[config.mk]
export PLATFORM = sky130hd
export DESIGN_NAME = fpop_decoder
export DESIGN_NICKNAME = d
export VERILOG_FILES = /design/src/rtl/fpop_decoder.sv
export SDC_FILE = /design/constraint.sdc
export NUM_CORES = 1
export LEC_CHECK = 0
export BUFFER_PORTS_ARGS = -buffer_cell sky130_fd_sc_hd__clkbuf_2
export CORE_MARGIN = 4
export CORE_UTILIZATION = 50
export DETAILED_ROUTE_END_ITERATION = 12
export PLACE_DENSITY_LB_ADDON = 0.25
export SLEW_MARGIN = 15
export SYNTH_ARGS = -nofsm -noshare
export SYNTH_HDL_FRONTEND = slang
export SYNTH_SLANG_ARGS = --single-unit
[constraint.sdc]
create_clock -name clk -period 2.15 [get_ports clk]
set_input_delay 0.3225 -clock clk [delete_from_list [all_inputs] [get_ports clk]]
set_output_delay 0.3225 -clock clk [all_outputs]
set_load 0.03 [all_outputs]
[src/rtl/fpop_decoder.sv]
module fpop_decoder (
  input  logic        clk,
  input  logic        rst_n,
  input  logic        in_valid,
  input  logic [31:0] insn,
  output logic        out_valid,
  output logic [1:0]  out_class,
  output logic [3:0]  out_op,
  output logic [2:0]  out_rs1_desc,
  output logic [2:0]  out_rs2_desc,
  output logic [2:0]  out_rd_desc,
  output logic [4:0]  out_rs1,
  output logic [4:0]  out_rs2,
  output logic [4:0]  out_rd,
  output logic        out_illegal,
  output logic [2:0]  out_trap
);
  localparam logic [31:0] CLASS_MASK = 32'hC1F8_0000;
  localparam logic [31:0] CLASS_OP1  = 32'h81A0_0000;
  localparam logic [31:0] CLASS_OP2  = 32'h81A8_0000;
  localparam logic [2:0]  TRAP_REG   = 3'd6;

  localparam logic [2:0] DN = 3'd0, DS = 3'd1, DD = 3'd2, DQ = 3'd3, DI = 3'd5;

  localparam logic [3:0] OP_NONE = 4'd0, OP_ADD = 4'd1, OP_SUB = 4'd2, OP_MUL = 4'd3,
                         OP_DIV = 4'd4, OP_SQRT = 4'd5, OP_MOV = 4'd6, OP_NEG = 4'd7,
                         OP_ABS = 4'd8, OP_CVT = 4'd9, OP_CMP = 4'd10, OP_CMPE = 4'd11,
                         OP_WMUL = 4'd12;

  wire [8:0] opc = insn[13:5];
  wire [4:0] f1  = insn[18:14];
  wire [4:0] f2  = insn[4:0];
  wire [4:0] fd  = insn[29:25];
  wire is_op1 = (insn & CLASS_MASK) == CLASS_OP1;
  wire is_op2 = (insn & CLASS_MASK) == CLASS_OP2;

  logic [3:0] op;
  logic [2:0] d_rd, d_rs2, d_rs1;

  always_comb begin
    {op, d_rd, d_rs2, d_rs1} = {OP_NONE, DN, DN, DN};
    if (is_op1) begin
      case (opc)
        9'h041: {op, d_rd, d_rs2, d_rs1} = {OP_ADD,  DS, DS, DS};
        9'h042: {op, d_rd, d_rs2, d_rs1} = {OP_ADD,  DD, DD, DD};
        9'h043: {op, d_rd, d_rs2, d_rs1} = {OP_ADD,  DQ, DQ, DQ};
        9'h045: {op, d_rd, d_rs2, d_rs1} = {OP_SUB,  DS, DS, DS};
        9'h046: {op, d_rd, d_rs2, d_rs1} = {OP_SUB,  DD, DD, DD};
        9'h047: {op, d_rd, d_rs2, d_rs1} = {OP_SUB,  DQ, DQ, DQ};
        9'h049: {op, d_rd, d_rs2, d_rs1} = {OP_MUL,  DS, DS, DS};
        9'h04A: {op, d_rd, d_rs2, d_rs1} = {OP_MUL,  DD, DD, DD};
        9'h04B: {op, d_rd, d_rs2, d_rs1} = {OP_MUL,  DQ, DQ, DQ};
        9'h04D: {op, d_rd, d_rs2, d_rs1} = {OP_DIV,  DS, DS, DS};
        9'h04E: {op, d_rd, d_rs2, d_rs1} = {OP_DIV,  DD, DD, DD};
        9'h04F: {op, d_rd, d_rs2, d_rs1} = {OP_DIV,  DQ, DQ, DQ};
        9'h029: {op, d_rd, d_rs2, d_rs1} = {OP_SQRT, DS, DS, DN};
        9'h02A: {op, d_rd, d_rs2, d_rs1} = {OP_SQRT, DD, DD, DN};
        9'h02B: {op, d_rd, d_rs2, d_rs1} = {OP_SQRT, DQ, DQ, DN};
        9'h069: {op, d_rd, d_rs2, d_rs1} = {OP_WMUL, DD, DS, DS};
        9'h06E: {op, d_rd, d_rs2, d_rs1} = {OP_WMUL, DQ, DD, DD};
        9'h001: {op, d_rd, d_rs2, d_rs1} = {OP_MOV,  DI, DI, DN};
        9'h005: {op, d_rd, d_rs2, d_rs1} = {OP_NEG,  DI, DI, DN};
        9'h009: {op, d_rd, d_rs2, d_rs1} = {OP_ABS,  DI, DI, DN};
        9'h0C4: {op, d_rd, d_rs2, d_rs1} = {OP_CVT,  DS, DI, DN};
        9'h0C8: {op, d_rd, d_rs2, d_rs1} = {OP_CVT,  DD, DI, DN};
        9'h0CC: {op, d_rd, d_rs2, d_rs1} = {OP_CVT,  DQ, DI, DN};
        9'h0D1: {op, d_rd, d_rs2, d_rs1} = {OP_CVT,  DI, DS, DN};
        9'h0D2: {op, d_rd, d_rs2, d_rs1} = {OP_CVT,  DI, DD, DN};
        9'h0D3: {op, d_rd, d_rs2, d_rs1} = {OP_CVT,  DI, DQ, DN};
        9'h0C6: {op, d_rd, d_rs2, d_rs1} = {OP_CVT,  DS, DD, DN};
        9'h0C7: {op, d_rd, d_rs2, d_rs1} = {OP_CVT,  DS, DQ, DN};
        9'h0C9: {op, d_rd, d_rs2, d_rs1} = {OP_CVT,  DD, DS, DN};
        9'h0CB: {op, d_rd, d_rs2, d_rs1} = {OP_CVT,  DD, DQ, DN};
        9'h0CD: {op, d_rd, d_rs2, d_rs1} = {OP_CVT,  DQ, DS, DN};
        9'h0CE: {op, d_rd, d_rs2, d_rs1} = {OP_CVT,  DQ, DD, DN};
        default: ;
      endcase
    end else if (is_op2) begin
      case (opc)
        9'h051: {op, d_rd, d_rs2, d_rs1} = {OP_CMP,  DN, DS, DS};
        9'h052: {op, d_rd, d_rs2, d_rs1} = {OP_CMP,  DN, DD, DD};
        9'h053: {op, d_rd, d_rs2, d_rs1} = {OP_CMP,  DN, DQ, DQ};
        9'h055: {op, d_rd, d_rs2, d_rs1} = {OP_CMPE, DN, DS, DS};
        9'h056: {op, d_rd, d_rs2, d_rs1} = {OP_CMPE, DN, DD, DD};
        9'h057: {op, d_rd, d_rs2, d_rs1} = {OP_CMPE, DN, DQ, DQ};
        default: ;
      endcase
    end
  end

  function automatic logic misaligned(input logic [2:0] d, input logic [4:0] r);
    if (d[2]) return 1'b0;
    case (d[1:0])
      2'd2:    return r[0];
      2'd3:    return |r[1:0];
      default: return 1'b0;
    endcase
  endfunction

  wire is_cmp  = (op == OP_CMP) || (op == OP_CMPE);
  wire reg_err = (op != OP_NONE) &&
                 (misaligned(d_rs1, f1) || misaligned(d_rs2, f2) ||
                  misaligned(d_rd, fd) || (is_cmp && fd != 5'd0));

  always_ff @(posedge clk or negedge rst_n) begin
    if (!rst_n) begin
      out_valid    <= 1'b0;
      out_class    <= 2'd0;
      out_op       <= OP_NONE;
      out_rs1_desc <= DN;
      out_rs2_desc <= DN;
      out_rd_desc  <= DN;
      out_rs1      <= 5'd0;
      out_rs2      <= 5'd0;
      out_rd       <= 5'd0;
      out_illegal  <= 1'b0;
      out_trap     <= 3'd0;
    end else begin
      out_valid <= in_valid;
      if (in_valid) begin
        out_class    <= is_op1 ? 2'd1 : (is_op2 ? 2'd2 : 2'd0);
        out_op       <= op;
        out_rs1_desc <= d_rs1;
        out_rs2_desc <= d_rs2;
        out_rd_desc  <= d_rd;
        out_rs1      <= f1;
        out_rs2      <= f2;
        out_rd       <= fd;
        out_illegal  <= (op == OP_NONE) || reg_err;
        out_trap     <= reg_err ? TRAP_REG : 3'd0;
      end
    end
  end

  AST_VALID_FOLLOWS: assert property (@(posedge clk) disable iff (!rst_n) in_valid |=> out_valid);
  AST_NO_SPURIOUS: assert property (@(posedge clk) disable iff (!rst_n) !in_valid |=> !out_valid);
  AST_FIELDS_COPIED: assert property (@(posedge clk) disable iff (!rst_n)
    in_valid |=> (out_rd == $past(insn[29:25]) && out_rs1 == $past(insn[18:14]) && out_rs2 == $past(insn[4:0])));
  AST_TRAP_IS_ILLEGAL: assert property (@(posedge clk) disable iff (!rst_n)
    (out_valid && out_trap != 3'd0) |-> (out_illegal && out_trap == TRAP_REG));
  AST_UNKNOWN_NO_TRAP: assert property (@(posedge clk) disable iff (!rst_n)
    (out_valid && out_op == OP_NONE) |-> (out_illegal && out_trap == 3'd0 && out_rd_desc == DN));
  AST_DOUBLE_ALIGNED: assert property (@(posedge clk) disable iff (!rst_n)
    (out_valid && !out_illegal && out_rs1_desc == DD) |-> !out_rs1[0]);
  AST_QUAD_ALIGNED: assert property (@(posedge clk) disable iff (!rst_n)
    (out_valid && !out_illegal && out_rs2_desc == DQ) |-> (out_rs2[1:0] == 2'd0));
  AST_CMP_RD_ZERO: assert property (@(posedge clk) disable iff (!rst_n)
    (out_valid && !out_illegal && (out_op == OP_CMP || out_op == OP_CMPE)) |-> (out_rd == 5'd0));
  AST_RESET_QUIET: assert property (@(posedge clk) $fell(rst_n) |=> (!out_valid && out_trap == 3'd0));
endmodule

==> results by group, run 1 <==
Run status
  • Status: complete, no violations

Clock tree
  • Root buffer cell: clkbuf_8
  • Clock Sinks: 32
  • TritonCTS buffer count: 5
  • CTS tree: yes
  • Hold Buf Count CTS: 0
  • Postcts setup bufs: 0
  • Worst-Skew Late Latency: 0.28 ns
  • PostCTS Resize Cnt: 0
  • H-tree depth: 2
  • Bufs on Longest Clock Path: 2
  • Clk slew on worst S/H paths: 0.06 ns

Timing
  • Final Slew Violations: 0
  • Worst-margin pin slew: 0.797 ns
  • Final setup fails: 0
  • Fin crit share: 0.938
  • Fin Clk Skew: 0 ns
  • Fin crit period: 2.02 ns
  • Max_slew headroom: 0.469
  • Final Hold Fails: 0
  • RSZ-0062 raised after global routing: no
  • Setup TNS: 0 ns
  • Fin Hold WS: 0.117 ns
  • Fin worst setup slack: 0.133 ns
  • Fmax: 496 MHz

Worst setup path
  • Worst Setup Path Type: primary input to flip-flop
  • CP endpoint kind: flip-flop
  • Worst EP arrival: 2.18 ns
  • Worst setup SP type: primary input
  • Critical path data required time: 2.31 ns
  • CP max FO: 10

Detailed routing
  • DRT antenna net count: 0
  • Routed length per instance: 16.9 um
  • DR vias: 2301
  • Total Wirelength: 6.49 mm
  • Iter 0 DRT Violations: 240
  • # DRC: 0
  • Vias/cell: 5.99
  • DR pass1 iterations: 4

Floorplan
  • Die Wd: 74.6 um
  • Number of I/O pins: 70
  • Chip height: 74.6 um
  • Num rows: 23
  • Core ar.: 0.00414 mm^2
  • Initial Util: 0.535
  • Die area: 0.00556 mm^2

Yosys
  • Gate count of the mapped netlist: 237
  • Post-Syn Area: 0.00222 mm^2
  • Top-count cell post-synth: dfrtp_1
  • Seq/Total Area, Yosys: 0.361
  • Post-synth EDFFs: 0
  • Synthesized area per cell: 9.35 um^2
  • Synth top cells by count: dfrtp_1, mux2_2, nor2_1
  • Unique cell type count in the Yosys netlist: 67
  • Area leader, netlist: dfrtp_1
  • Synth top area cells: dfrtp_1, mux2_2, nor2_1
  • Async S/R FF share, synth: 1.00
  • Count of state elements after synthesis: 32
  • Yosys top cell area share: 0.361
  • YS warnings: 0
  • Predominant post-synthesis flop cell: dfrtp_1

Power
  • Leak Pwr: 1.34 nW
  • VDD IR max: 0.478 mV
  • Overall power: 1.50 mW
  • PwrDens: 512 mW/mm^2

Finish
  • Final Cell Area: 0.00292 mm^2
  • Layout cell share with drive strength beyond 1: 0.446
  • Area delta synth->final: 32.0%
  • Fin nets: 368
  • Antenna Cells: 0
  • Fillers: 341

Global routing
  • First-pass GRT wire length: 10.6 mm
  • Initial antenna violation count: 0
  • Largest net degree at the start of global routing: 33
  • Total GRT Usage: 0.251
  • Via count of the first global-routing pass: 2165
  • Gr ovfl total: 0

Placed design
  • DP Area: 0.00283 mm^2
  • Pre-CTS setup slack: -0.115 ns
  • Dpl hpwl: 4.94 mm
  • Buffers on Ports: 67
  • Routability Congestion: 0.985

Job
  • Max cap viols: 0

Worst hold path
  • Hold WC Path Type: primary input to async pin
## placed cells by master (no fill, tap or decap), types with 8 or more instances in the layout
master,count
buf_4,43
clkbuf_2,67
dfrtp_1,32
inv_1,10
mux2_2,22
nand2_1,12
nand3_1,8
nor2_1,15
o22ai_1,8
## through the flow
step / util / cells
CTS: 0.706 / 384
detailed placement: 0.684 / 376
global placement: 0.684 / 376
global route: 0.706 / 384
floorplan: - / 238
finish: 0.706 / 384
## layer usage
| layer | track usage | vias to the layer above | part of all wire |
|---|---|---|---|
| met3 | 0.0486 | 10 | 0.080 |
| met4 | 0.0771 | 0 | 0.015 |
| met1 | 0.364 | 1101 | 0.43 |
| li1 | - | 1083 | - |
| met5 | 0 | - | 0 |
| met2 | 0.378 | 107 | 0.47 |
## registers in the layout (all words and copies together), names as in the netlist
signal        flops
out_rd_desc       3
out_rs1           5
out_rd            5
out_rs2_desc      3
out_class         2
out_trap          1
out_valid         1
out_op            4
out_illegal       1
out_rs2           5
out_rs1_desc      2
## layout make-up
type / instances / area [um^2] / area share
clock buffer: 8 / 90.1 / 0.0308
inverter: 10 / 37.5 / 0.0128
tap: 50 / 62.6 / 0.0214
multi-input combinational: 173 / 1250 / 0.429
sequential: 32 / 801 / 0.274
timing repair buffer: 111 / 678 / 0.232
## where the power goes
| group | switching (mW) | total, mW | internal, mW |
|---|---|---|---|
| Clock | 0.202 | 0.462 | 0.261 |
| Sequential | 0.0168 | 0.651 | 0.635 |
| Combinational | 0.232 | 0.384 | 0.153 |
| Total | 0.450 | 1.50 | 1.05 |
## kinds of logic (layout without fill, tap and decap cells)
| group | Yosys count | in the layout | share of synthesized area |
|---|---|---|---|
| AO/OA/AOI/OAI | 61 | 61 | 0.203 |
| XOR/XNOR | 1 | 1 | 0.00395 |
| flip-flops | 32 | 32 | 0.361 |
| other | 1 | 2 | 0.00169 |
| multiplexers | 22 | 22 | 0.112 |
| AND/OR/NAND/NOR | 87 | 87 | 0.244 |
| buffers and inverters | 33 | 129 | 0.0740 |
## worst paths after layout
path | from | endpoint | slack [ns] | depth (start not counted)
setup reg to reg | out_rs2_desc[0] | out_rs2_desc[0] | 1.33 | 2
setup / recovery | insn[12] | out_illegal | 0.13 | 8
max in group asynchronous | rst_n | out_rd[0] | 1.52 | 1
min in group clk | insn[2] | out_rs2[2] | 0.27 | 2
hold reg to reg | out_illegal | out_illegal | 0.50 | 1
hold / removal | rst_n | out_rs2_desc[0] | 0.12 | 1
## critical path, cell delays in order
cell and delay [ns]:
clkbuf_2 0.17, or4b_4 0.59, o31a_1 0.31, o22ai_1 0.19
a2111oi_2 0.12, a211oi_1 0.22, nor3_1 0.09, o22a_1 0.17
No activity file was read; power rests on OpenSTA's default activity.
==> run 2: changes to the inputs <==
Settings changed: MAX_ROUTING_LAYER set to met4, SETUP_SLACK_MARGIN set to 0.15.
==> run 2 against run 1 <==
Maximum frequency up 2.0%; via count down 0.30%; sequential power about the same.
==> results by group, run 2 (synthesized netlist as in run 1, its figures left out) <==
Detailed routing
  • Iter 0 DRT Violations: 195
  • DR vias: 2294
  • # DRC: 0
  • DR pass1 iterations: 4
  • DRT antenna net count: 0
  • Routed length per instance: 17.4 um
  • Total Wirelength: 6.69 mm
  • Vias/cell: 5.96

Finish
  • Final Core Density: 0.731
  • Most frequent cells in the layout: clkbuf_2, buf_4, dfrtp_1, mux2_2, nor2_1
  • Fin nets: 369
  • Fillers: 327
  • Final Cell Area: 0.00303 mm^2
  • Largest regs: out_rd (5), out_rs1 (5), out_rs2 (5)
  • Antenna Cells: 0
  • Layout cell share with drive strength beyond 1: 0.490
  • Area delta synth->final: 36.6%
  • Commonest non-fill, non-tap cell in the layout: clkbuf_2

Global routing
  • Largest net degree at the start of global routing: 33
  • Gr ovfl total: 0
  • Via count of the first global-routing pass: 2219
  • First-pass GRT wire length: 10.6 mm
  • Total GRT Usage: 0.256
  • Initial antenna violation count: 0

Clock tree
  • TritonCTS buffer count: 5
  • Bufs on Longest Clock Path: 2
  • CTS tree: yes
  • H-tree depth: 2
  • Worst-Skew Late Latency: 0.28 ns
  • Postcts setup bufs: 0
  • Root buffer cell: clkbuf_8
  • Clock Sinks: 32
  • Clk slew on worst S/H paths: 0.07 ns

Floorplan
  • Die area: 0.00556 mm^2
  • Core ar.: 0.00414 mm^2
  • Number of I/O pins: 70
  • Initial Util: 0.535
  • Die Wd: 74.6 um
  • Chip height: 74.6 um
  • Num rows: 23

Worst setup path
  • Worst setup SP type: primary input
  • Critical path data required time: 2.32 ns
  • Launch point of the worst reg-to-reg path: out_rs2_desc[0]
  • Worst R2R Setup Slack: 1.33 ns
  • Critical Path End: out_illegal
  • Worst EP arrival: 2.15 ns
  • Crit path launch: insn[9]
  • CP max FO: 11
  • Reg-to-reg endpoint: out_rs2_desc[0]
  • CP endpoint kind: flip-flop
  • Worst Setup Path Type: primary input to flip-flop
  • R2R depth: 2

Timing
  • RSZ-0062 raised after global routing: no
  • Fin crit share: 0.920
  • Setup TNS: 0 ns
  • Max_slew headroom: 0.481
  • Final setup fails: 0
  • Final Slew Violations: 0
  • Fmax: 506 MHz
  • Worst-margin pin slew: 0.779 ns
  • Fin Clk Skew: 0 ns
  • Fin crit period: 1.98 ns
  • Final Hold Fails: 0

Placed design
  • DP Area: 0.00283 mm^2
  • Routability Congestion: 0.976
  • Dpl hpwl: 5.21 mm
  • Buffers on Ports: 67

Power
  • Leak Pwr: 1.36 nW
  • VDD IR max: 0.497 mV
  • PwrDens: 529 mW/mm^2

Worst hold path
  • Hold WC Path Type: primary input to async pin

Run status
  • Status: complete, no violations

Job
  • Max cap viols: 0
## run 2: cell types whose count changed in the layout (fill, tap and decap cells not counted), sizes merged
cell,before,now
clkbuf,75,73
buf,44,45
bufinv,0,1
clkinv,0,1
## run 2: how the worst min path moves through the flow
stage                     start      endpoint  slack (ns)  cells after the start
after floorplan           rst_n  out_class[0]        0.03                      0
after global placement    rst_n  out_class[1]        0.42                      1
after detailed placement  rst_n  out_class[1]        0.43                      1
after CTS                 rst_n   out_illegal        0.14                      1
after global routing      rst_n     out_op[2]        0.17                      1
final                     rst_n     out_op[2]        0.11                      1
## run 2: per-stage QoR
step / setup WS, ns / cells / hold slack [ns] / total power, mW
floorplan: 0.165 / 238 / 0.0269 / 0.890
global placement: -0.0360 / 377 / 0.423 / 1.03
detailed placement: -0.0692 / 377 / 0.435 / 1.04
CTS: 0.216 / 385 / 0.141 / 1.60
global route: 0.106 / 385 / 0.167 / 1.67
finish: 0.173 / 385 / 0.109 / 1.60
## run 2: final cells by class
class,instances,area [um^2],share of cell area
multi-input combinational,173,1340,0.444
clock buffer,6,72.6,0.0240
inverter,10,37.5,0.0124
clock inverter,2,35.0,0.0116
tap,50,62.6,0.0207
sequential,32,801,0.264
timing repair buffer,112,676,0.223
## run 2: what timing repair did
item / CTS / global route
hold buffers: 0 / 0
gates resized for setup: 0 / 18
endpoints found under the setup margin: 0 / 3
## run 2: worst max-delay path, stage by stage
cell and delay [ns]:
clkbuf_2 0.18, or4b_4 0.59, o31a_1 0.32, o22ai_2 0.18
a2111oi_4 0.11, a211oi_2 0.19, nor3_1 0.09, o22a_1 0.17
## run 2: per-layer routing
metal	vias to the layer above	routed length, um	global-route usage
met2	106	3160	0.400
li1	1080	-	-
met1	1099	2880	0.348
met4	0	68	0.0553
met5	-	0	-
met3	9	578	0.0473
## run 2: power breakdown
group,internal (mW),switching [mW],leakage [nW]
sequential,0.634,0.0171,0.402
combinational,0.155,0.237,0.905
clock,0.344,0.214,0.0552
==> run 3: changes to the inputs <==
Settings changed: GPL_TIMING_DRIVEN set to 0, REMOVE_ABC_BUFFERS set to 1.
Clock period 2.15 ns to 1.95 ns, I/O delays scaled along.
==> run 3 against run 2 <==
First-iteration DRC count fell by 24%; critical endpoint is now out_rs2_desc[1]; routed wire length is 10% lower; sequential share of layout area grew 0.90 points; sequential power is 10% higher; largest power group unchanged; combinational power rose by 5.6%.
==> results by group, run 3 (synthesized netlist as in run 1, its figures left out) <==
Run status
  • Status: complete, no violations

Timing
  • Fin crit period: 1.94 ns
  • Fin Hold WS: 0.0776 ns
  • Fin worst setup slack: 0.0124 ns
  • Fmax: 516 MHz
  • Final setup fails: 0
  • Fin Clk Skew: 0 ns
  • Final Hold Fails: 0
  • Max_slew headroom: 0.448
  • Final Slew Violations: 0
  • Worst-margin pin slew: 0.828 ns
  • Fin crit share: 0.994
  • RSZ-0062 raised after global routing: yes

Power
  • VDD IR max: 0.621 mV
  • Internal power: 1.17 mW
  • Leak Pwr: 1.27 nW
  • P_sw: 496 uW
  • PwrDens: 570 mW/mm^2
  • Combinational power share: 0.248
  • Sw Ratio: 0.297
  • Overall power: 1.67 mW
  • Clock group share of total power: 0.323
  • Sequential power share: 0.429

Finish
  • Largest regs: out_rd (5), out_rs1 (5), out_rs2 (5)
  • Layout cell share with drive strength beyond 1: 0.474
  • Commonest non-fill, non-tap cell in the layout: clkbuf_2
  • Final cell count without fillers: 354
  • Area delta synth->final: 32.1%
  • Most frequent cells in the layout: clkbuf_2, dfrtp_1, mux2_2, nor2_1, buf_4
  • Fin nets: 339
  • Antenna Cells: 0
  • Final Core Density: 0.707

Placed design
  • Pre-CTS setup slack: -0.501 ns
  • Routability Congestion: 0.879
  • Buffers on Ports: 67
  • Placed insts: 332
  • Dpl hpwl: 3.92 mm

Detailed routing
  • Iter 0 DRT Violations: 149
  • DR vias: 2173
  • # DRC: 0
  • Routed length per instance: 17.0 um
  • DR pass1 iterations: 4
  • Vias/cell: 6.14
  • Total Wirelength: 6.00 mm
  • DRT antenna net count: 0

Worst setup path
  • Reg-to-reg endpoint: out_rs2_desc[0]
  • Worst Setup Path Type: primary input to flip-flop
  • CP max FO: 3
  • Worst EP arrival: 2.16 ns
  • Worst R2R Setup Slack: 1.11 ns
  • Crit path launch: insn[11]
  • Launch point of the worst reg-to-reg path: out_rs2_desc[0]
  • Critical path data required time: 2.17 ns
  • R2R depth: 2
  • Critical Path End: out_rs2_desc[1]
  • Worst setup SP type: primary input
  • CP endpoint kind: flip-flop

Global routing
  • Total GRT Usage: 0.216
  • Via count of the first global-routing pass: 1887
  • Largest net degree at the start of global routing: 39
  • Gr ovfl total: 0
  • First-pass GRT wire length: 8.94 mm
  • Initial antenna violation count: 0

Floorplan
  • Die area: 0.00556 mm^2
  • Core ar.: 0.00414 mm^2
  • Chip height: 74.6 um
  • Die Wd: 74.6 um
  • Number of I/O pins: 70
  • Initial Util: 0.535
  • Num rows: 23

Clock tree
  • Clock Sinks: 32
  • Bufs on Longest Clock Path: 2
  • CTS tree: yes
  • Worst-Skew Late Latency: 0.28 ns
  • H-tree depth: 2
  • Hold Buf Count CTS: 0
  • TritonCTS buffer count: 5
  • Root buffer cell: clkbuf_8
  • Clk slew on worst S/H paths: 0.06 ns

Worst hold path
  • Hold WC Path Type: primary input to async pin

Job
  • Max cap viols: 0
## run 3: power groups by stage
stage	Clock, mW	Sequential (mW)	Combinational (mW)
global route	0.578	0.720	0.445
floorplan	0	0.804	0.122
finish	0.538	0.716	0.414
global placement	0	0.726	0.356
CTS	0.549	0.716	0.389
detailed placement	0	0.728	0.358
## run 3: area by class of cell
| type | count | area, um^2 |
|---|---|---|
| inverter | 10 | 37.5 |
| tap | 50 | 62.6 |
| multi-input combinational | 173 | 1400 |
| clock buffer | 7 | 96.3 |
| sequential | 32 | 801 |
| fill | 292 | 1220 |
| timing repair buffer | 82 | 529 |
## run 3: how the worst min path moves through the flow
| stage | from | endpoint | cells past startpoint |
|---|---|---|---|
| 2_1_floorplan | rst_n | out_class[0] | 0 |
| 3_3_place_gp | rst_n | out_class[1] | 1 |
| 3_5_place_dp | rst_n | out_rs2_desc[0] | 1 |
| 4_1_cts | rst_n | out_rd_desc[1] | 1 |
| 5_1_grt | rst_n | out_rs2_desc[0] | 1 |
| 6_report | rst_n | out_class[1] | 1 |
## run 3: worst max-delay path: stages
cell and delay (ns):
clkbuf_16 0.12, or4b_4 0.55, o32a_1 0.19, or3_4 0.35, a31oi_4 0.20, buf_4 0.14
buf_4 0.09, buf_4 0.09, mux2_2 0.12
## run 3: repair_timing
item	4_1_cts	5_1_grt
setup buffers	11	4
endpoints found under the setup margin	5	8
endpoints found under the hold margin	0	0
pin swaps	7	13
resized for setup	21	29
gates cloned	0	0
## run 3: metrics by stage
stage	TNS (ns)	cell area, um^2
4_1_cts	0	2780
3_3_place_gp	-1.86	2490
3_5_place_dp	-1.95	2490
5_1_grt	-0.0907	2930
2_1_floorplan	0	2090
6_report	0	2930
## run 3: per-layer routing
layer / vias up / GRT usage / part of all wire
met4: 0 / 0.0771 / 0.029
met1: 1026 / 0.299 / 0.41
met3: 19 / 0.0473 / 0.074
met5: - / - / 0
li1: 1021 / - / -
met2: 107 / 0.310 / 0.48
